### src/rtl/lfu_pkg.sv
package lfu_pkg;

   typedef enum logic [1:0] {
      WAY_HOLD  = 2'd0,
      WAY_CLEAR = 2'd1,
      WAY_LOAD  = 2'd2,
      WAY_BUMP  = 2'd3
   } way_op_e;

   // Priority: clear over load over bump
   function automatic way_op_e decode_op(input logic inv, input logic fil, input logic tch);
      if (inv)      return WAY_CLEAR;
      else if (fil) return WAY_LOAD;
      else if (tch) return WAY_BUMP;
      else          return WAY_HOLD;
   endfunction

endpackage

### src/rtl/lfu_time_base.sv
module lfu_time_base #(
   parameter int TIME_W = 16
) (
   input  logic              clk,
   input  logic              rst_n,
   output logic [TIME_W-1:0] now_o
);
   localparam logic [TIME_W-1:0] TIME_MAX = '1;

   // Starts at one so a stamped way never looks invalid; holds at the top
   always_ff @(posedge clk or negedge rst_n) begin
      if (!rst_n)                now_o <= TIME_W'(1);
      else if (now_o != TIME_MAX) now_o <= now_o + TIME_W'(1);
   end
endmodule

### src/rtl/lfu_way_state.sv
module lfu_way_state
   import lfu_pkg::*;
#(
   parameter int CNT_W  = 3,
   parameter int TIME_W = 16
) (
   input  logic              clk,
   input  logic              rst_n,
   input  logic              inval_i,
   input  logic              touch_i,
   input  logic              fill_i,
   input  logic [TIME_W-1:0] now_i,
   output logic [CNT_W-1:0]  cnt_o,
   output logic [TIME_W-1:0] stamp_o
);
   localparam logic [CNT_W-1:0] CNT_MAX = '1;

   way_op_e op;
   assign op = decode_op(inval_i, fill_i, touch_i);

   always_ff @(posedge clk or negedge rst_n) begin
      if (!rst_n) begin
         cnt_o   <= '0;
         stamp_o <= '0;
      end else begin
         unique case (op)
            WAY_CLEAR: begin
               cnt_o   <= '0;
               stamp_o <= '0;
            end
            WAY_LOAD: begin
               cnt_o   <= CNT_W'(1);
               stamp_o <= now_i;
            end
            WAY_BUMP: begin
               if (cnt_o != CNT_MAX) cnt_o <= cnt_o + CNT_W'(1);
               stamp_o <= now_i;
            end
            default: ;
         endcase
      end
   end

   assert_inval_clear_R1: assert property (@(posedge clk) disable iff (!rst_n)
      inval_i |=> (cnt_o == '0 && stamp_o == '0));

   assert_touch_inc_R2: assert property (@(posedge clk) disable iff (!rst_n)
      (touch_i && !fill_i && !inval_i && cnt_o != CNT_MAX) |=>
         (cnt_o == $past(cnt_o) + CNT_W'(1) && stamp_o == $past(now_i)));

   assert_fill_one_R3: assert property (@(posedge clk) disable iff (!rst_n)
      (fill_i && !inval_i) |=> (cnt_o == CNT_W'(1) && stamp_o == $past(now_i)));

   assert_no_overflow_R9: assert property (@(posedge clk) disable iff (!rst_n)
      (cnt_o == CNT_MAX && touch_i && !fill_i && !inval_i) |=> cnt_o == CNT_MAX);
endmodule

### src/rtl/lfu_victim_scan.sv
module lfu_victim_scan #(
   parameter int WAYS   = 4,
   parameter int CNT_W  = 3,
   parameter int TIME_W = 16,
   localparam int IDX_W = (WAYS > 1) ? $clog2(WAYS) : 1
) (
   input  logic [WAYS-1:0][CNT_W-1:0]  cnt_i,
   input  logic [WAYS-1:0][TIME_W-1:0] stamp_i,
   output logic [IDX_W-1:0]            victim_o
);
   logic [CNT_W-1:0]  best_cnt;
   logic [TIME_W-1:0] best_ts;

   // Way 0 is provisional; replaced only on strictly better
   always_comb begin
      victim_o = '0;
      best_cnt = cnt_i[0];
      best_ts  = stamp_i[0];
      for (int i = 1; i < WAYS; i++) begin
         if ((cnt_i[i] < best_cnt) ||
             (cnt_i[i] == best_cnt && stamp_i[i] < best_ts)) begin
            victim_o = IDX_W'(i);
            best_cnt = cnt_i[i];
            best_ts  = stamp_i[i];
         end
      end
   end

   always_comb begin
      for (int k = 0; k < WAYS; k++) begin
         assert_min_count_R4: assert (cnt_i[victim_o] <= cnt_i[k]);
         assert_oldest_tie_R5: assert (cnt_i[victim_o] != cnt_i[k] ||
                                       stamp_i[victim_o] <= stamp_i[k]);
      end
   end
endmodule

### src/rtl/lfu_victim_sel.sv
module lfu_victim_sel #(
   parameter int WAYS   = 4,
   parameter int CNT_W  = 3,
   parameter int TIME_W = 16,
   localparam int IDX_W = (WAYS > 1) ? $clog2(WAYS) : 1
) (
   input  logic             clk,
   input  logic             rst_n,
   input  logic [WAYS-1:0]  inval_i,
   input  logic [WAYS-1:0]  touch_i,
   input  logic [WAYS-1:0]  fill_i,
   input  logic             victim_req_i,
   output logic [IDX_W-1:0] victim_way_o,
   output logic             victim_vld_o
);
   if (WAYS < 2)   begin : g_bad_ways  $error("WAYS must be at least 2");   end
   if (CNT_W < 2)  begin : g_bad_cnt   $error("CNT_W must be at least 2");  end
   if (TIME_W < 4) begin : g_bad_time  $error("TIME_W must be at least 4"); end

   logic [TIME_W-1:0]             now;
   logic [WAYS-1:0][CNT_W-1:0]    cnt_all;
   logic [WAYS-1:0][TIME_W-1:0]   stamp_all;
   logic [IDX_W-1:0]              scan_way;

   lfu_time_base #(.TIME_W(TIME_W)) u_time (
      .clk   (clk),
      .rst_n (rst_n),
      .now_o (now)
   );

   for (genvar w = 0; w < WAYS; w++) begin : g_way
      lfu_way_state #(.CNT_W(CNT_W), .TIME_W(TIME_W)) u_state (
         .clk     (clk),
         .rst_n   (rst_n),
         .inval_i (inval_i[w]),
         .touch_i (touch_i[w]),
         .fill_i  (fill_i[w]),
         .now_i   (now),
         .cnt_o   (cnt_all[w]),
         .stamp_o (stamp_all[w])
      );
   end

   lfu_victim_scan #(.WAYS(WAYS), .CNT_W(CNT_W), .TIME_W(TIME_W)) u_scan (
      .cnt_i    (cnt_all),
      .stamp_i  (stamp_all),
      .victim_o (scan_way)
   );

   always_ff @(posedge clk or negedge rst_n) begin
      if (!rst_n) begin
         victim_vld_o <= 1'b0;
         victim_way_o <= '0;
      end else begin
         victim_vld_o <= victim_req_i;
         if (victim_req_i) victim_way_o <= scan_way;
      end
   end

   assert_vld_follows_R7: assert property (@(posedge clk) disable iff (!rst_n)
      victim_req_i |=> victim_vld_o);

   assert_vld_quiet_R7: assert property (@(posedge clk) disable iff (!rst_n)
      !victim_req_i |=> !victim_vld_o);

   assert_way_held_R7: assert property (@(posedge clk) disable iff (!rst_n)
      !victim_req_i |=> $stable(victim_way_o));
endmodule

### config.mk
export PLATFORM = sky130hd
export DESIGN_NAME = lfu_victim_sel
export DESIGN_NICKNAME = d
export VERILOG_FILES = /design/src/rtl/lfu_pkg.sv /design/src/rtl/lfu_time_base.sv /design/src/rtl/lfu_way_state.sv /design/src/rtl/lfu_victim_scan.sv /design/src/rtl/lfu_victim_sel.sv
export SDC_FILE = /design/constraint.sdc
export NUM_CORES = 1
export LEC_CHECK = 0
export BUFFER_PORTS_ARGS = -buffer_cell sky130_fd_sc_hd__buf_2
export CORE_UTILIZATION = 35
export DETAILED_ROUTE_END_ITERATION = 10
export GPL_ROUTABILITY_DRIVEN = 1
export PLACE_DENSITY = 0.46
export SLEW_MARGIN = 25
export SYNTH_ARGS = -nofsm -noshare
export SYNTH_HDL_FRONTEND = slang
export SYNTH_SLANG_ARGS = --single-unit
export TNS_END_PERCENT = 5
### constraint.sdc
create_clock -name clk -period 16.7 [get_ports clk]
set_input_delay 2.505 -clock clk [delete_from_list [all_inputs] [get_ports clk]]
set_output_delay 2.505 -clock clk [all_outputs]
set_load 0.1 [all_outputs]
Word level (Yosys, flattened, before mapping). Cells that the tools add are included.

$add $sub $neg: 5. Magnitude comparators: 6. Equality and inequality tests: 24. Mux-type cells: 31. Reductions and logical operators: 22.

Operators by type and width (number): case mux 16 bit (2 select lines) (4); less-than comparator 16 bit (3); case mux 3 bit (3 select lines) (4); 2-to-1 mux 16 bit (2); 2-to-1 mux 2 bit (14); 2-to-1 mux 3 bit (6); adder 16 x 1 -> 16 bit (second input constant) (1); == test 2 bit (second input constant) (8); inequality test 16 bit (second input constant) (1); adder 3 x 1 -> 3 bit (second input constant) (4); inequality test 3 bit (second input constant) (4); nonzero test 3 bit (4); == test 3 bit (3); less-than comparator 3 bit (3); == test 2 x 1 -> 1 bit (second input constant) (4); inequality test 2 x 1 -> 1 bit (second input constant) (4); AND reduction 2 bit (4); nonzero test 2 bit (4); OR reduction 2 bit (4); logical AND 1 bit (3); logical OR 1 bit (3); 2-to-1 mux 1 bit (1).

Flip-flop bits (word level): 95. Input bits: 15. Output and inout bits: 3. Word-level logic and storage cells: 99.

Logic depth before layout (Yosys ltp). Gate-level depths: netlist of the first run.

Depth after elaboration: 12. Mapped depth: 27. Depth with buffers taken out: 24.

Hierarchy. A second synthesis of the first run with hierarchy kept.

Cells, all modules: 665. Area, all modules: 6124.6 um^2.

Modules (own cells, without submodules): lfu_way_state (instances 4, cells each 84, area an instance 798.3 um^2, seq. area each 475.5 um^2); lfu_victim_scan (instances 1, cells each 255, area an instance 2075.7 um^2, seq. area each 0.0 um^2); lfu_time_base (instances 1, cells each 69, area an instance 758.2 um^2, seq. area each 401.6 um^2); lfu_victim_sel (instances 1, cells each 5, area an instance 97.6 um^2, seq. area each 75.1 um^2).

Least setup slack after synthesis of the first run. Ideal clock, no wire load.

Path type: register to register. Start point: reg g_way[0].u_state.stamp_o[15]. End point: reg victim_way_o[0]. Library setup time: 68 ps. Arrival time: 5247 ps. Required time: 16632 ps. Setup slack: 11385 ps. Stages on the path, launching flop included: 26. Path buffers: 3. Clock period less this slack: 5315 ps. Cells stage by stage: dfrtp_1 inv_1 ha_1 nand4_1 nor2_1 o2111ai_1 a32oi_1 buf_4 buf_2 mux2i_1 ha_1 a21oi_1 o21ai_0 nor4b_1 nand2_1 o21ai_2 buf_6 mux2_2 ha_1 a21oi_1 nor2_1 a211oi_1 o21a_1 nand3_1 a2111oi_0 o32a_1.

Cells in the longest elaborated chain, start to end: 12. Elaborated cells between the ends (all ways): 20. Classes of those cells: order compare (5); eq/ne (2); mux (7); reduce/logical (6).

Ends and longest elaborated chain: start: declaration (RTL line lfu_way_state.sv:14) `output logic [TIME_W-1:0] stamp_o`; start signal: assignment (RTL line lfu_way_state.sv:33) `stamp_o <= now_i;`; start signal: assignment (RTL line lfu_way_state.sv:37) `stamp_o <= now_i;`; less-than comparator 16 bit (RTL line lfu_victim_scan.sv:21) `(cnt_i[i] == best_cnt && stamp_i[i] < best_ts)) begin`; logical AND 1 bit (RTL line lfu_victim_scan.sv:21); logical OR 1 bit (RTL line lfu_victim_scan.sv:20) `if ((cnt_i[i] < best_cnt) ||`; 2-to-1 mux 16 bit / 2-to-1 mux 3 bit (equally long branches) (RTL line lfu_victim_scan.sv:20); less-than comparator 16 bit / == test 3 bit (equally long branches) (RTL line lfu_victim_scan.sv:21); logical AND 1 bit (RTL line lfu_victim_scan.sv:21); logical OR 1 bit (RTL line lfu_victim_scan.sv:20); 2-to-1 mux 16 bit / 2-to-1 mux 3 bit (equally long branches) (RTL line lfu_victim_scan.sv:20); less-than comparator 16 bit / == test 3 bit (equally long branches) (RTL line lfu_victim_scan.sv:21); logical AND 1 bit (RTL line lfu_victim_scan.sv:21); logical OR 1 bit (RTL line lfu_victim_scan.sv:20); 2-to-1 mux 2 bit * (RTL line lfu_victim_scan.sv:20); end signal: assignment (RTL line lfu_victim_sel.sv:56) `if (victim_req_i) victim_way_o <= scan_way;`; end: declaration (RTL line lfu_victim_sel.sv:13) `output logic [IDX_W-1:0] victim_way_o,`.

Every way passes the cells marked *; elsewhere a longest branch is shown, timed or not. A chain may end at the register's enable or synchronous reset.

Final worst setup path of the first run.
Start point: reg g_way[1].u_state.stamp_o[15]. End point: reg victim_way_o[0].

Cells in the longest elaborated chain, start to end: 12. Elaborated cells between the ends (all ways): 20. Classes of those cells: order compare (5); eq/ne (2); mux (7); reduce/logical (6).

Ends and longest elaborated chain (RTL line): start: declaration (lfu_way_state.sv:14); start signal: assignment (lfu_way_state.sv:33); start signal: assignment (lfu_way_state.sv:37); less-than comparator 16 bit (lfu_victim_scan.sv:21); logical AND 1 bit (lfu_victim_scan.sv:21); logical OR 1 bit (lfu_victim_scan.sv:20); 2-to-1 mux 16 bit / 2-to-1 mux 3 bit (equally long branches) (lfu_victim_scan.sv:20); less-than comparator 16 bit / == test 3 bit (equally long branches) (lfu_victim_scan.sv:21); logical AND 1 bit (lfu_victim_scan.sv:21); logical OR 1 bit (lfu_victim_scan.sv:20); 2-to-1 mux 16 bit / 2-to-1 mux 3 bit (equally long branches) (lfu_victim_scan.sv:20); less-than comparator 16 bit / == test 3 bit (equally long branches) (lfu_victim_scan.sv:21); logical AND 1 bit (lfu_victim_scan.sv:21); logical OR 1 bit (lfu_victim_scan.sv:20); 2-to-1 mux 2 bit * (lfu_victim_scan.sv:20).

Marks and branches as above.

==> results of run 1 <==
==> routing by layer <==
layer | routed length [um] | share of wire
met5 | 0 | 0
met4 | 312 | 0.023
met3 | 285 | 0.021
met2 | 6050 | 0.45
met1 | 6820 | 0.51
==> stage by stage <==
| step | cell area (um2) | total power [mW] | util |
|---|---|---|---|
| detailed placement | 6030 | 0.523 | 0.378 |
| finish | 6320 | 0.715 | 0.396 |
| floorplan | 5730 | 0.459 | - |
| global route | 6320 | 0.761 | 0.396 |
| CTS | 6310 | 0.725 | 0.396 |
| global placement | 6030 | 0.518 | 0.378 |
==> cell families (layout without fill, tap and decap cells) <==
| kind of cell | count (synthesis) | count (layout) | share of synthesized area |
|---|---|---|---|
| adders and majority gates | 75 | 75 | 0.164 |
| xor gates and xnor gates | 11 | 11 | 0.0168 |
| AOI/OAI and AO/OA | 143 | 143 | 0.188 |
| DFF | 95 | 95 | 0.415 |
| and+or+nand+nor | 106 | 106 | 0.0876 |
| muxes | 40 | 40 | 0.0747 |
| buffers and inverters | 80 | 93 | 0.0546 |
==> sequential cells by signal, summed over array words and instances (netlist names) <==
name / cells
victim_vld_o: 1
u_time.now_o: 16
victim_way_o: 2
g_way.u_state.stamp_o: 64
g_way.u_state.cnt_o: 12
==> worst min path at each step <==
stage,from,end,slack [ns],cells after the start
global placement,g_way[3].u_state.stamp_o[0]$_DFFE_PN0P_,g_way[3].u_state.stamp_o[0]$_DFFE_PN0P_,0.50,1
CTS,g_way[3].u_state.stamp_o[1]$_DFFE_PN0P_,g_way[3].u_state.stamp_o[1]$_DFFE_PN0P_,0.53,1
finish,g_way[3].u_state.stamp_o[2]$_DFFE_PN0P_,g_way[3].u_state.stamp_o[2]$_DFFE_PN0P_,0.52,1
global route,g_way[3].u_state.stamp_o[12]$_DFFE_PN0P_,g_way[3].u_state.stamp_o[12]$_DFFE_PN0P_,0.54,1
detailed placement,g_way[3].u_state.stamp_o[7]$_DFFE_PN0P_,g_way[3].u_state.stamp_o[7]$_DFFE_PN0P_,0.51,1
floorplan,g_way[3].u_state.stamp_o[0]$_DFFE_PN0P_,g_way[3].u_state.stamp_o[0]$_DFFE_PN0P_,0.47,1
==> cell type report <==
| type | count | area, um2 |
|---|---|---|
| clock buffer | 13 | 270 |
| clock inverter | 3 | 17.5 |
| fill | 1580 | 9630 |
| inverter | 55 | 206 |
| multi-input combinational | 375 | 3050 |
| sequential | 95 | 2380 |
| tap | 216 | 270 |
| timing repair buffer | 22 | 125 |
==> Yosys cell counts, types with 9 or more instances <==
library cell  number
a21oi_1           30
a22o_1            71
clkbuf_1          20
dfrtp_1           94
ha_1              75
inv_1             55
mux2_2            22
mux2i_1           18
nand2_1           31
nand3_1           11
nand4_1            9
nor2_1            31
o21ai_0           11
xnor2_1           10
==> critical path: stages (launching register included) <==
cell	delay (ns)
dfrtp_1	0.41
ha_1	0.32
nand4_1	0.18
nor2_1	0.21
o2111ai_1	0.15
a32oi_2	0.34
buf_4	0.39
mux2i_1	0.35
ha_1	0.32
a21oi_1	0.12
o21ai_0	0.17
nor4b_1	0.37
nand2_1	0.14
o21ai_2	0.77
mux2_2	0.43
ha_1	0.33
a21oi_1	0.16
nand2_1	0.06
a21oi_1	0.15
o21a_1	0.17
nand3_1	0.08
a2111oi_0	0.56
o32a_1	0.24
==> report_power, final <==
part,total [mW],leakage (nW),internal [mW],switching [mW]
combinational,0.262,1.54,0.109,0.153
sequential,0.253,1.28,0.241,0.0119
clock,0.200,0.142,0.113,0.0873
==> flow_summary.yaml, run 1 <==
sta:
  max_freq_ghz: 0.154
  fin_setup_tns_ns: 0
  worst_slack_ns: 10.20
  finalHoldViolations: 0
  relSlewSlack: 0.368
  whs_ns: 0.517
  tightest_slew_ns: 0.947
  period_share: 0.389
  clock-skew-final_ns: 0.00599
  drv_slew: 0
  grt_setup_unrepaired: "false"
  finalSetupViolations: 0
  period_minus_slack_ns: 6.50
worst_setup_path:
  timing.rr.end: "victim_way_o[0]$_DFFE_PN0P_"
  cp-startpoint: "g_way[1].u_state.stamp_o[15]$_DFFE_PN0P_"
  cp_max_fo: 18
  rr_worst_depth: 22
  crit_arrival_ns: 6.78
  r2r_setup_slack_ns: 10.20
  cp-start-kind: "register"
  required_ns: 16.99
  r2r_start: "g_way[1].u_state.stamp_o[15]$_DFFE_PN0P_"
  path_class: "register to register"
  crit_end: "victim_way_o[0]$_DFFE_PN0P_"
  crit_path_end_kind: "register"
status:
  outcome: "complete, no violations"
logic_synthesis:
  ys_seq_elements: 95
  synth-main-ff-cell: "dfrtp_1"
  yosysSeqAreaShare: 0.415
  async_flop_share: 1.00
  yosys.cell_types.count: 46
  synth_area_leader_cell: "dfrtp_1"
  netlist_top_cells_area: "dfrtp_1 41%, ha_1 16%, a22o_1 11%"
  syn-num-nets: 640
  synth_top_area_share: 0.410
  yosys_warnings: 0
  synth_edf_count: 0
  syn_inst: 550
  avgSynthCellArea_um2: 10.4
  syn_area_um2: 5730
job:
  cap_violations: 0
floorplan:
  dieArea_um2: 16900
  fp.dieW_um: 130
  die_h_um: 130
  ios: 18
  start_util: 0.359
  num_rows: 46
  core_area_um2: 15900
place:
  dp_cells: 763
  dp_hpwl_um: 10100
  io_buffers: 17
  gp_congestion: 0.789
  place_ws_ns: 10.18
clock_network:
  clkTransAtPathRegs_ns: 0.07
  ctsHoldBuffers: 0
  root_buffer: "clkbuf_16"
  post_cts_resize_count: 0
  cts-htree-levels: 3
  cts.path.max_buffers: 2
  post_cts.repair.setup_buffers: 0
  cts_buffers: 9
  clock_sinks: 95
  clk_latency_ns: 0.35
  cts_tree: "done"
global_route:
  grt_max_degree: 53
  antenna_found_initial: 0
  use_met3: 0.0234
  globalRouteTotalUtil: 0.175
  grt_pass1_wl_um: 22000
  use_met2: 0.280
  top_usage_layer: "met2"
  grt_pass1_vias: 4128
  grtUsageMet1: 0.238
  gr-total-overflow: 0
route:
  drtAntennaViolNets: 0
  firstDrtPassIters: 4
  first_iter_violations: 198
  vias: 4097
  drc: 0
  wl_per_cell_um: 17.3
  viasPerCell: 5.26
  drt_wl_total_um: 13500
cells_and_area:
  nNetsFinal: 648
  fin_cells: 779
  post_route_cells_drive_above_1_share: 0.114
  final_common_cell: "dfrtp_1"
  area_growth_pct: 10.2
  layout_common_cells: "94 x dfrtp_1, 75 x ha_1, 71 x a22o_1"
  diodes: 0
pwr:
  powerDensity_nw_per_um2: 113
  power_leakage_nw: 2.96
  ir_worst_vdd_mv: 0.0567
hold_path:
  hp-class: "register to register"
Power figures use the tool's default switching activity.
==> inputs of run 2 (changes only) <==
==> constraint.sdc (replaced) <==
create_clock -name clk -period 6.3 [get_ports clk]
set_input_delay 0.945 -clock clk [delete_from_list [all_inputs] [get_ports clk]]
set_output_delay 0.945 -clock clk [all_outputs]
set_load 0.1 [all_outputs]
==> flow_summary.yaml, run 2 (synthesis results as in run 1) <==
status:
  outcome: "complete, no violations"
clock_network:
  cts_buffers: 9
  cts.path.max_buffers: 2
  clk_latency_ns: 0.34
  ctsHoldBuffers: 0
  clock_sinks: 95
  cts-htree-levels: 3
  cts_tree: "done"
  root_buffer: "clkbuf_16"
  clkTransAtPathRegs_ns: 0.07
sta:
  tightest_slew_ns: 0.882
  clock-skew-final_ns: 0.00647
  grt_setup_unrepaired: "false"
  drv_slew: 0
  relSlewSlack: 0.412
  finalSetupViolations: 0
  finalHoldViolations: 0
  period_minus_slack_ns: 5.72
  max_freq_ghz: 0.175
  period_share: 0.908
  worst_slack_ns: 0.578
  fin_setup_tns_ns: 0
floorplan:
  num_rows: 46
  die_h_um: 130
  start_util: 0.359
  fp.dieW_um: 130
  core_area_um2: 15900
  dieArea_um2: 16900
  ios: 18
pwr:
  ir_worst_vdd_mv: 0.150
  comb_power_share: 0.394
  seqPwrFrac: 0.339
  p_sw_frac: 0.350
  internal-power_mw: 1.28
  power_switching_mw: 0.692
  powerDensity_nw_per_um2: 310
  clockPowerShare: 0.268
  power_leakage_nw: 2.99
route:
  first_iter_violations: 197
  wl_per_cell_um: 17.6
  drc: 0
  drtAntennaViolNets: 0
  vias: 4127
  firstDrtPassIters: 4
  drt_wl_total_um: 13800
  viasPerCell: 5.26
cells_and_area:
  layout_common_cells: "94 x dfrtp_1, 75 x ha_1, 71 x a22o_1"
  diodes: 0
  largest-register: "g_way.u_state.stamp_o"
  nNetsFinal: 654
  largest_reg_flops: 64
  top_regs: "g_way.u_state.stamp_o: 64 flops, u_time.now_o: 16 flops, g_way.u_state.cnt_o: 12 flops"
  area_growth_pct: 11.3
  post_route_cells_drive_above_1_share: 0.120
  final_common_cell: "dfrtp_1"
place:
  dp_hpwl_um: 10300
  io_buffers: 17
  gp_congestion: 0.805
  place_ws_ns: 0.00340
hold_path:
  worstHoldStart: "g_way[3].u_state.stamp_o[0]$_DFFE_PN0P_"
  holdPathEnd: "g_way[3].u_state.stamp_o[0]$_DFFE_PN0P_"
  hp-class: "register to register"
  hold_depth: 1
worst_setup_path:
  r2r_start: "g_way[0].u_state.stamp_o[5]$_DFFE_PN0P_"
  cp-start-kind: "register"
  path_cells: "inv_1, ha_1, a21oi_1, o21ai_0, nand2_1, a32oi_2, buf_4, mux2i_1, ha_1, a21oi_1, o21ai_0, a22oi_1, and2_1, inv_1, o21ai_4, buf_12, mux2_2, ha_1, a211oi_1, nor2_1, o21ai_0, nand3_1, a2111oi_0, o32a_1"
  crit_path_end_kind: "register"
  rr_worst_depth: 24
  path_class: "register to register"
  timing.rr.end: "victim_way_o[0]$_DFFE_PN0P_"
  required_ns: 6.58
  crit_arrival_ns: 6.01
  slowest_delay_ns: 0.51
  cp_slowest_cell: "a2111oi_0"
  cp_max_fo: 14
  r2r_setup_slack_ns: 0.58
global_route:
  grt_pass1_wl_um: 22700
  antenna_found_initial: 0
  gr-total-overflow: 0
  grt_pass1_vias: 4183
  globalRouteTotalUtil: 0.181
  grt_max_degree: 66
job:
  cap_violations: 0
## run 2: power groups by stage
stage,Combinational [mW],Clock (mW),Sequential [mW]
after global routing,0.849,0.575,0.674
final,0.778,0.529,0.670
after global placement,0.698,0,0.680
after detailed placement,0.712,0,0.681
after CTS,0.724,0.543,0.670
after floorplan,0.511,0,0.705
## run 2: per-stage QoR
step / power, mW / std cells / cell area (um2) / utilization / hold slack (ns)
CTS: 1.94 / 782 / 6340 / 0.398 / 0.514
floorplan: 1.22 / 550 / 5730 / - / 0.474
global placement: 1.38 / 766 / 6050 / 0.379 / 0.492
global route: 2.10 / 785 / 6380 / 0.400 / 0.534
detailed placement: 1.39 / 766 / 6050 / 0.379 / 0.495
finish: 1.98 / 785 / 6380 / 0.400 / 0.507
## run 2: worst max path at each step
stage                                                   startpoint                          end  slack [ns]
after floorplan           g_way[0].u_state.stamp_o[15]$_DFFE_PN0P_  victim_way_o[0]$_DFFE_PN0P_        0.99
after global placement     g_way[0].u_state.stamp_o[5]$_DFFE_PN0P_  victim_way_o[0]$_DFFE_PN0P_        0.04
after detailed placement   g_way[0].u_state.stamp_o[5]$_DFFE_PN0P_  victim_way_o[0]$_DFFE_PN0P_       0.003
after CTS                  g_way[0].u_state.stamp_o[5]$_DFFE_PN0P_  victim_way_o[0]$_DFFE_PN0P_        0.17
after global routing      g_way[0].u_state.stamp_o[13]$_DFFE_PN0P_  victim_way_o[0]$_DFFE_PN0P_        0.11
final                      g_way[0].u_state.stamp_o[5]$_DFFE_PN0P_  victim_way_o[0]$_DFFE_PN0P_        0.58
## run 2: per-layer routing
metal	up-vias	wire length, um	part of all wire	GRT usage
met1	2045	6840	0.50	0.249
met4	0	231	0.017	0.0677
li1	2027	-	-	-
met2	41	6370	0.46	0.290
met5	-	0	0	0
met3	14	359	0.026	0.0221
## run 2: cell type report
type,count,area [um2]
Tap cell,216,270
Timing Repair Buffer,28,183
Fill cell,1563,9570
Clock buffer,14,264
Inverter,55,206
Multi-Input combinational cell,375,3060
Sequential cell,95,2380
Clock inverter,2,17.5
## run 2: repair_timing
item / in CTS / in global routing
endpoints found under the setup margin: 2 / 2
gates cloned: 0 / 0
buffers inserted: 0 / 3
resized for setup: 1 / 0
pin swaps: 0 / 1
## run 2: critical path, delay by kind of cell (launching register included)
kind                     cells  cell delay, ns
flip-flops                   1            0.37
AO/OA/AOI/OAI               11            2.53
buffers and inverters        4            0.58
multiplexers                 2            0.70
adder cells (fa/ha/maj)      3            0.91
AND/OR/NAND/NOR              4            0.56
==> inputs of run 3 (changes only) <==
--- a/config.mk
+++ b/config.mk
@@ -9,7 +9,6 @@
 export CORE_UTILIZATION = 35
 export DETAILED_ROUTE_END_ITERATION = 10
 export GPL_ROUTABILITY_DRIVEN = 1
-export PLACE_DENSITY = 0.46
 export SLEW_MARGIN = 25
 export SYNTH_ARGS = -nofsm -noshare
 export SYNTH_HDL_FRONTEND = slang
==> flow_summary.yaml, run 3 (synthesis results as in run 1) <==
clock_network:
  clk_latency_ns: 0.35
  cts_tree: "done"
  cts.path.max_buffers: 2
  root_buffer: "clkbuf_16"
  ctsHoldBuffers: 0
  clkTransAtPathRegs_ns: 0.06
  post_cts_resize_count: 0
  cts_buffers: 9
  post_cts.repair.setup_buffers: 0
  cts-htree-levels: 3
  clock_sinks: 95
cells_and_area:
  nNetsFinal: 647
  final_common_cell: "dfrtp_1"
  post_route_cells_drive_above_1_share: 0.112
  largest-register: "g_way.u_state.stamp_o"
  post-route-util: 0.395
  layout_common_cells: "94 x dfrtp_1, 75 x ha_1, 71 x a22o_1"
  postLayoutCellArea_um2: 6290
  area_growth_pct: 9.83
  fillers: 1565
  largest_reg_flops: 64
  multi_input_comb_area_um2: 3060
  register_area_um2: 2380
  top_regs: "g_way.u_state.stamp_o: 64 flops, u_time.now_o: 16 flops, g_way.u_state.cnt_o: 12 flops"
  diodes: 0
worst_setup_path:
  crit_arrival_ns: 5.94
  timing.rr.end: "victim_way_o[0]$_DFFE_PN0P_"
  r2r_start: "g_way[0].u_state.stamp_o[15]$_DFFE_PN0P_"
  slowest_delay_ns: 0.51
  crit_path_end_kind: "register"
  cp_slowest_cell: "a2111oi_0"
  r2r_setup_slack_ns: 0.65
  cp-start-kind: "register"
  cp_max_fo: 18
  path_class: "register to register"
  cp_num_buf_inv: 3
  required_ns: 6.59
  path_delay_family: "compound AO/OA/AOI/OAI gates"
  rr_worst_depth: 24
  path_cells: "inv_1, ha_1, nand4_1, nor2_1, o2111ai_1, a32oi_2, buf_4, mux2i_1, ha_1, a21oi_1, o21ai_0, nor4b_1, nand2_1, o21ai_2, buf_4, mux2_2, ha_1, a21oi_1, nand2_1, a21oi_1, o21a_1, nand3_1, a2111oi_0, o32a_1"
global_route:
  grt_pass1_wl_um: 21700
  gr-total-overflow: 0
  grt_pass1_vias: 4319
  grt_max_degree: 55
  globalRouteTotalUtil: 0.169
  antenna_found_initial: 0
sta:
  relSlewSlack: 0.465
  clock-skew-final_ns: 0.00805
  finalSetupViolations: 0
  grt_setup_unrepaired: "false"
  finalHoldViolations: 0
  period_minus_slack_ns: 5.65
  period_share: 0.896
  fin_setup_tns_ns: 0
  whs_ns: 0.515
  drv_slew: 0
  tightest_slew_ns: 0.802
  max_freq_ghz: 0.177
floorplan:
  fp.dieW_um: 130
  die_h_um: 130
  ios: 18
  dieArea_um2: 16900
  num_rows: 46
  core_area_um2: 15900
  start_util: 0.359
status:
  outcome: "complete, no violations"
route:
  vias: 4161
  dr_wl_met3_um: 504
  wl_per_cell_um: 16.6
  drc: 0
  met2_length_um: 5880
  first_iter_violations: 178
  drt_wl_total_um: 12900
  drtAntennaViolNets: 0
  wl_met1_um: 6290
  viasPerCell: 5.35
  firstDrtPassIters: 4
  highest_layer: "met4"
place:
  gp_congestion: 0.867
  io_buffers: 17
  dp_hpwl_um: 9720
  place_area_um2: 6030
hold_path:
  worstHoldStart: "g_way[3].u_state.stamp_o[0]$_DFFE_PN0P_"
  holdPathEnd: "g_way[3].u_state.stamp_o[0]$_DFFE_PN0P_"
  hold_depth: 1
  hp-class: "register to register"
job:
  cap_violations: 0
pwr:
  power_leakage_nw: 2.94
  finalPower_mw: 1.87
  ir_worst_vdd_mv: 0.161
  powerDensity_nw_per_um2: 298
-- run 3: changes by cell type in the layout (fill, tap and decap cells not counted), sizes merged --
cell / previous run / this run
buf: 28 / 21
-- run 3: worst register-to-register path: stages (launching register included) --
cell and delay, ns:
dfrtp_1 0.38, inv_1 0.06, ha_1 0.31, nand4_1 0.16
nor2_1 0.18, o2111ai_1 0.14, a32oi_2 0.24, buf_4 0.28
mux2i_1 0.34, ha_1 0.32, a21oi_1 0.12, o21ai_0 0.16
nor4b_1 0.30, nand2_1 0.14, o21ai_2 0.14, buf_4 0.26
mux2_2 0.37, ha_1 0.33, a21oi_1 0.15, nand2_1 0.06
a21oi_1 0.17, o21a_1 0.16, nand3_1 0.07, a2111oi_0 0.51
o32a_1 0.23
-- run 3: through the flow --
| stage | cells | setup WS, ns |
|---|---|---|
| 6_report | 778 | 0.653 |
| 5_1_grt | 778 | 0.169 |
| 3_3_place_gp | 762 | 0.776 |
| 4_1_cts | 778 | 0.625 |
| 2_1_floorplan | 550 | 0.985 |
| 3_5_place_dp | 762 | 0.633 |
-- run 3: worst max path at each step --
stage,startpoint,endpoint,cells after the start
after global placement,g_way[0].u_state.stamp_o[14]$_DFFE_PN0P_,victim_way_o[0]$_DFFE_PN0P_,24
final,g_way[0].u_state.stamp_o[15]$_DFFE_PN0P_,victim_way_o[0]$_DFFE_PN0P_,24
after CTS,g_way[0].u_state.stamp_o[15]$_DFFE_PN0P_,victim_way_o[0]$_DFFE_PN0P_,24
after detailed placement,g_way[0].u_state.stamp_o[15]$_DFFE_PN0P_,victim_way_o[0]$_DFFE_PN0P_,24
after global routing,g_way[0].u_state.stamp_o[15]$_DFFE_PN0P_,victim_way_o[1]$_DFFE_PN0P_,23
after floorplan,g_way[0].u_state.stamp_o[15]$_DFFE_PN0P_,victim_way_o[0]$_DFFE_PN0P_,25
-- run 3: per-layer routing --
metal / global-route usage / vias up
met5: 0 / -
met4: 0.0739 / 0
met3: 0.0267 / 12
met2: 0.275 / 59
met1: 0.224 / 2084
li1: - / 2006
-- run 3: cell type report --
class                   count  share of cell area
clock buffers              14              0.0404
clock inverters             2             0.00159
inverters                  55              0.0328
multi-input cells         375               0.486
flip-flops and latches     95               0.378
well taps                 216              0.0429
repair buffers             21              0.0187
-- run 3: power by group --
| part | switching [mW] | internal (mW) | total (mW) |
|---|---|---|---|
| combinational | 0.400 | 0.303 | 0.703 |
| sequential | 0.0319 | 0.639 | 0.671 |
| clock | 0.221 | 0.278 | 0.499 |
| total | 0.654 | 1.22 | 1.87 |
